==> config.mk <==
export PLATFORM = sky130hd
export DESIGN_NAME = console_seq
export DESIGN_NICKNAME = d
export VERILOG_FILES = /design/src/rtl/console_pkg.sv /design/src/rtl/panel_bitrev.sv /design/src/rtl/key_edge.sv /design/src/rtl/seq_core.sv /design/src/rtl/console_seq.sv
export SDC_FILE = /design/constraint.sdc
export NUM_CORES = 1
export LEC_CHECK = 0
export ABC_AREA = 1
export ABC_CLOCK_PERIOD_IN_PS = 1210
export BUFFER_PORTS_ARGS = -buffer_cell sky130_fd_sc_hd__buf_2
export CORE_ASPECT_RATIO = 1.25
export CORE_MARGIN = 4
export CORE_UTILIZATION = 30
export CTS_BUF_LIST = sky130_fd_sc_hd__clkbuf_2
export CTS_CLUSTER_SIZE = 8
export DETAILED_ROUTE_END_ITERATION = 16
export SYNTH_ARGS = -nofsm -noshare
export SYNTH_HDL_FRONTEND = slang
export SYNTH_SLANG_ARGS = --single-unit
==> constraint.sdc <==
create_clock -name clk -period 1.21 [get_ports clk]
set_input_delay 0.242 -clock clk [delete_from_list [all_inputs] [get_ports clk]]
set_output_delay 0.242 -clock clk [all_outputs]
set_load 0.01 [all_outputs]
==> src/rtl/console_pkg.sv <==
package console_pkg;

    localparam int KEYS     = 3;
    localparam int KEY_LOAD = 0;
    localparam int KEY_DEP  = 1;
    localparam int KEY_EXAM = 2;

    typedef enum logic [0:0] {
        SEQ_IDLE   = 1'b0,
        SEQ_ACCESS = 1'b1
    } seq_state_t;

endpackage

==> src/rtl/panel_bitrev.sv <==
module panel_bitrev #(
    parameter int W = 12
) (
    input  logic [W-1:0] din,
    output logic [W-1:0] dout
);

    for (genvar i = 0; i < W; i++) begin : g_bit
        assign dout[i] = din[W-1-i];
    end

endmodule

==> src/rtl/key_edge.sv <==
module key_edge #(
    parameter int          N        = 3,
    parameter logic [N-1:0] REL_MASK = '0
) (
    input  logic         clk,
    input  logic         rst,
    input  logic [N-1:0] keys,
    output logic [N-1:0] fire
);

    logic [N-1:0] prev_d, prev_q;

    always_comb begin
        prev_d = keys;
    end

    for (genvar i = 0; i < N; i++) begin : g_key
        if (REL_MASK[i]) begin : g_rel
            assign fire[i] = !keys[i] && prev_q[i];
        end else begin : g_press
            assign fire[i] = keys[i] && !prev_q[i];
        end
    end

    always_ff @(posedge clk) begin
        if (rst) begin
            prev_q <= '0;
        end else begin
            prev_q <= prev_d;
        end
    end

endmodule

==> src/rtl/seq_core.sv <==
module seq_core
    import console_pkg::*;
#(
    parameter int W = 12
) (
    input  logic         clk,
    input  logic         rst,
    input  logic         go_load,
    input  logic         go_dep,
    input  logic         go_exam,
    input  logic [W-1:0] sw_word,
    input  logic         mem_ack,
    input  logic [W-1:0] mem_rdata,
    output logic         mem_valid,
    output logic         mem_write,
    output logic [W-1:0] mem_addr,
    output logic [W-1:0] mem_wdata,
    output logic [W-1:0] pc,
    output logic [W-1:0] data,
    output logic [W-1:0] addr
);

    typedef struct packed {
        seq_state_t   st;
        logic         wr;
        logic [W-1:0] pc;
        logic [W-1:0] data;
        logic [W-1:0] addr;
        logic [W-1:0] wdata;
    } regs_t;

    regs_t r_d, r_q;

    always_comb begin
        r_d = r_q;
        unique case (r_q.st)
            SEQ_IDLE: begin
                if (go_load) begin
                    r_d.pc = sw_word;
                end else if (go_dep) begin
                    r_d.addr  = r_q.pc;
                    r_d.wdata = sw_word;
                    r_d.wr    = 1'b1;
                    r_d.st    = SEQ_ACCESS;
                end else if (go_exam) begin
                    r_d.addr = r_q.pc;
                    r_d.wr   = 1'b0;
                    r_d.st   = SEQ_ACCESS;
                end
            end
            SEQ_ACCESS: begin
                if (mem_ack) begin
                    if (!r_q.wr) begin
                        r_d.data = mem_rdata;
                    end
                    r_d.pc = r_q.addr + W'(1);
                    r_d.st = SEQ_IDLE;
                end
            end
            default: r_d.st = SEQ_IDLE;
        endcase
    end

    always_ff @(posedge clk) begin
        if (rst) begin
            r_q <= '{st: SEQ_IDLE, wr: 1'b0, pc: '0, data: '0, addr: '0, wdata: '0};
        end else begin
            r_q <= r_d;
        end
    end

    assign mem_valid = (r_q.st == SEQ_ACCESS);
    assign mem_write = r_q.wr;
    assign mem_addr  = r_q.addr;
    assign mem_wdata = r_q.wdata;
    assign pc        = r_q.pc;
    assign data      = r_q.data;
    assign addr      = r_q.addr;

endmodule

==> src/rtl/console_seq.sv <==
module console_seq
    import console_pkg::*;
#(
    parameter int WORD_W         = 12,
    parameter int FIELD_W        = 3,
    parameter bit DEP_ON_RELEASE = 1'b0
) (
    input  logic              clk,
    input  logic              rst,
    input  logic [WORD_W-1:0] sw_word_pnl,
    input  logic [FIELD_W-1:0] sw_field_pnl,
    input  logic              key_load,
    input  logic              key_dep,
    input  logic              key_exam,
    input  logic              mem_ack,
    input  logic [WORD_W-1:0] mem_rdata,
    output logic              mem_valid,
    output logic              mem_write,
    output logic [WORD_W-1:0] mem_addr,
    output logic [WORD_W-1:0] mem_wdata,
    output logic [WORD_W-1:0] disp_pc_pnl,
    output logic [WORD_W-1:0] disp_data_pnl,
    output logic [WORD_W-1:0] disp_addr_pnl,
    output logic [FIELD_W-1:0] disp_field_pnl
);

    localparam logic [KEYS-1:0] REL_MASK =
        DEP_ON_RELEASE ? (KEYS'(1) << KEY_DEP) : '0;

    logic [KEYS-1:0]    keys, fire;
    logic [WORD_W-1:0]  sw_word, pc, data, addr;
    logic [FIELD_W-1:0] field;

    assign keys[KEY_LOAD] = key_load;
    assign keys[KEY_DEP]  = key_dep;
    assign keys[KEY_EXAM] = key_exam;

    panel_bitrev #(.W(WORD_W))  u_rev_sw    (.din(sw_word_pnl),  .dout(sw_word));
    panel_bitrev #(.W(FIELD_W)) u_rev_fin   (.din(sw_field_pnl), .dout(field));
    panel_bitrev #(.W(FIELD_W)) u_rev_fout  (.din(field),        .dout(disp_field_pnl));
    panel_bitrev #(.W(WORD_W))  u_rev_pc    (.din(pc),           .dout(disp_pc_pnl));
    panel_bitrev #(.W(WORD_W))  u_rev_data  (.din(data),         .dout(disp_data_pnl));
    panel_bitrev #(.W(WORD_W))  u_rev_addr  (.din(addr),         .dout(disp_addr_pnl));

    key_edge #(.N(KEYS), .REL_MASK(REL_MASK)) u_keys (
        .clk  (clk),
        .rst  (rst),
        .keys (keys),
        .fire (fire)
    );

    seq_core #(.W(WORD_W)) u_core (
        .clk       (clk),
        .rst       (rst),
        .go_load   (fire[KEY_LOAD]),
        .go_dep    (fire[KEY_DEP]),
        .go_exam   (fire[KEY_EXAM]),
        .sw_word   (sw_word),
        .mem_ack   (mem_ack),
        .mem_rdata (mem_rdata),
        .mem_valid (mem_valid),
        .mem_write (mem_write),
        .mem_addr  (mem_addr),
        .mem_wdata (mem_wdata),
        .pc        (pc),
        .data      (data),
        .addr      (addr)
    );

endmodule

==> flow_metrics.env <==
export IMPL_max_slew_margin_rel_pct=81.7
export IMPL_tns_ns=-3.91
export IMPL_synth_edf_count=0
export IMPL_syn_area_um2=2320
export IMPL_drive_above_1_share_pct=59.4
export IMPL_final_common_cell="buf_6"
export IMPL_critPathArrivalTime_ns=1.73
export IMPL_period_share_pct=112
export IMPL_yosysWarnings=0
export IMPL_clock_latency_ns=0.45
export IMPL_grt_max_degree=49
export IMPL_path_max_fanout=6
export IMPL_postSynthAreaPerCell_um2=7.49
export IMPL_whs_ns=0.0258
export IMPL_hold_viol=0
export IMPL_final_cell_mix="buf_6, nor2_1, dfxtp_2"
export IMPL_instances_no_fill=543
export IMPL_clock_sinks=53
export IMPL_layout_min_cycle_time_ns=1.35
export IMPL_io_pins=98
export IMPL_wl_per_cell_um=15.0
export IMPL_clockRootBuffer="clkbuf_2"
export IMPL_synth_ff_type="dfxtp_1"
export IMPL_die_w_um=86.7
export IMPL_synth_net_count=344
export IMPL_hpwl_um=5160
export IMPL_synth_cell_types=26
export IMPL_power_density_nw_per_um2=1060
export IMPL_worst_slack_ns=-0.145
export IMPL_grt_setup_unrepaired="yes"
export IMPL_vias_per_cell=4.87
export IMPL_fin_nets=484
export IMPL_power_total_uw=4320
export IMPL_overflow=0
export IMPL_worst_ep_required_time_ns=1.58
export IMPL_r2r_setup_slack_ns=-0.14
export IMPL_cts_tree="built"
export IMPL_synth_seq_area_share_pct=45.7
export IMPL_crit_family="buffers and inverters"
export IMPL_die_area_um2=9220
export IMPL_syn_inst=310
export IMPL_n_antenna_cell=0
export IMPL_die_height_um=106
export IMPL_hp_class="input port to flip-flop"
export IMPL_start_util_pct=31.2
export IMPL_remaining_drc_errors=0
export IMPL_crit_path_end_kind="flip-flop"
export IMPL_clkTransAtPathRegs_ns=0.28
export IMPL_fmax_ghz=0.738
export IMPL_crit_top_cell="buf_6"
export IMPL_cts_buffer_depth=2
export IMPL_track_usage_pct=16.6
export IMPL_rows=35
export IMPL_portBuffers=91
export IMPL_place_inst=488
export IMPL_routed_wl_um=8140
export IMPL_cp_slowest_stage_delay_ns=0.44
export IMPL_startpoint_type="flip-flop"
export IMPL_power_leakage_uw=0.00179
export IMPL_setup_viol=55
export IMPL_grt_pass1_wl_um=12300
export IMPL_cp_cell_sequence="buf_6, nand2_8, nor2_4, buf_6, clkinvlp_4, nor2_2, nor2_1"
export IMPL_cp_num_buf_inv=3
export IMPL_cap_violations=0
export IMPL_synth_seq_cells=53
export IMPL_areaGrowthSynthToFinish_pct=76.4
export IMPL_slew_violations=0
export IMPL_drt_iter0_drc=145
export IMPL_place_ws_ns=-0.0791
export IMPL_antenna_left=0
export IMPL_violations="negative setup slack"
export IMPL_cts_buffers=5
export IMPL_cp_slowest_cell="dfxtp_4"
export IMPL_crit_type="flip-flop to flip-flop"
export IMPL_via_count=2647
export IMPL_h_tree_depth=2
export IMPL_run_status="complete, but fails checks"
export IMPL_ir_drop_mv=0.527
export IMPL_fin_skew_ns=0.0468
export IMPL_core_area_um2=7440
export IMPL_routabilityCongestion=0.844
export IMPL_first_pass_iters=6
export IMPL_antenna_found_initial=0
export IMPL_synthArstFlopShare_pct=0
export IMPL_grt_pass1_vias=2476
export IMPL_tightest_slew_ns=0.272
[per-stage QoR]
stage	cell area (um^2)	util, %
after detailed placement	2900	38.9
after global placement	2900	38.9
final	4100	55.0
after floorplan	2320	-
after CTS	3720	50.0
after global routing	4100	55.0
[area by class of cell]
| type | instances | area, um^2 |
|---|---|---|
| clock buffers | 7 | 35.0 |
| clock inverters | 1 | 7.51 |
| fillers | 672 | 3350 |
| inverters | 21 | 103 |
| multi-input cells | 208 | 1180 |
| flip-flops and latches | 53 | 1150 |
| well taps | 92 | 115 |
| repair buffers | 159 | 1490 |
| repair inverters | 2 | 15.0 |
[worst paths after layout]
check	start	end	depth (start not counted)
setup / recovery	u_core.mem_valid	u_core.data[5]	7
hold / removal	mem_rdata[6]	u_core.data[6]	3
setup reg to reg	u_core.mem_valid	u_core.data[5]	7
hold reg to reg	u_core.mem_wdata[3]	u_core.mem_wdata[3]	2
[kinds of logic after synthesis]
group / Yosys count / share of synthesized area, %
buffers and inverters: 50 / 12.3
and+or+nand+nor: 118 / 21.4
AOI/OAI and AO/OA: 88 / 20.1
adders and majority gates: 1 / 0.539
DFF: 53 / 45.7
[where the power goes]
group	leakage, uW	internal, uW	switching [uW]	total [uW]
sequential	0.000459	1930	140	2070
combinational	0.00130	821	698	1520
clock	0.0000292	159	574	734
[what timing repair did]
| action | CTS | global route |
|---|---|---|
| pin swaps | 7 | 15 |
| hold buffers | 12 | 0 |
| resized for setup | 138 | 79 |
| endpoints found under the setup margin | 88 | 109 |
| gates cloned | 3 | 2 |
| buffers inserted | 23 | 9 |
| endpoints found under the hold margin | 12 | 0 |
[cells in the mapped netlist (4+ instances only)]
cell type	count	area, um^2
inv_2	4	15.0
dfxtp_1	53	1060
buf_2	5	25.0
nor2_1	71	267
nand2_1	25	93.8
a21oi_1	29	145
o21ai_0	38	190
nand3_1	13	65.1
buf_4	17	128
inv_1	16	60.1
o21ai_1	14	70.1
[worst min-delay path, stage by stage]
cell and delay, ns:
buf_2 0.08, nor2_1 0.04, nor2_1 0.09
[routing by layer]
metal | GRT usage, % | routed length [um]
met4 | 4.12 | 80
met5 | 0 | 0
met1 | 19.8 | 3070
met3 | 3.72 | 617
met2 | 29.6 | 4370
[flip-flops by register name, summed over array words and instances, names as in the netlist]
register,cells
u_core.mem_write,1
u_core.data,12
u_core.pc,12
u_keys.prev_q,3
u_core.addr,12
u_core.mem_wdata,12
u_core.mem_valid,1
No activity file was read; power rests on OpenSTA's default activity.
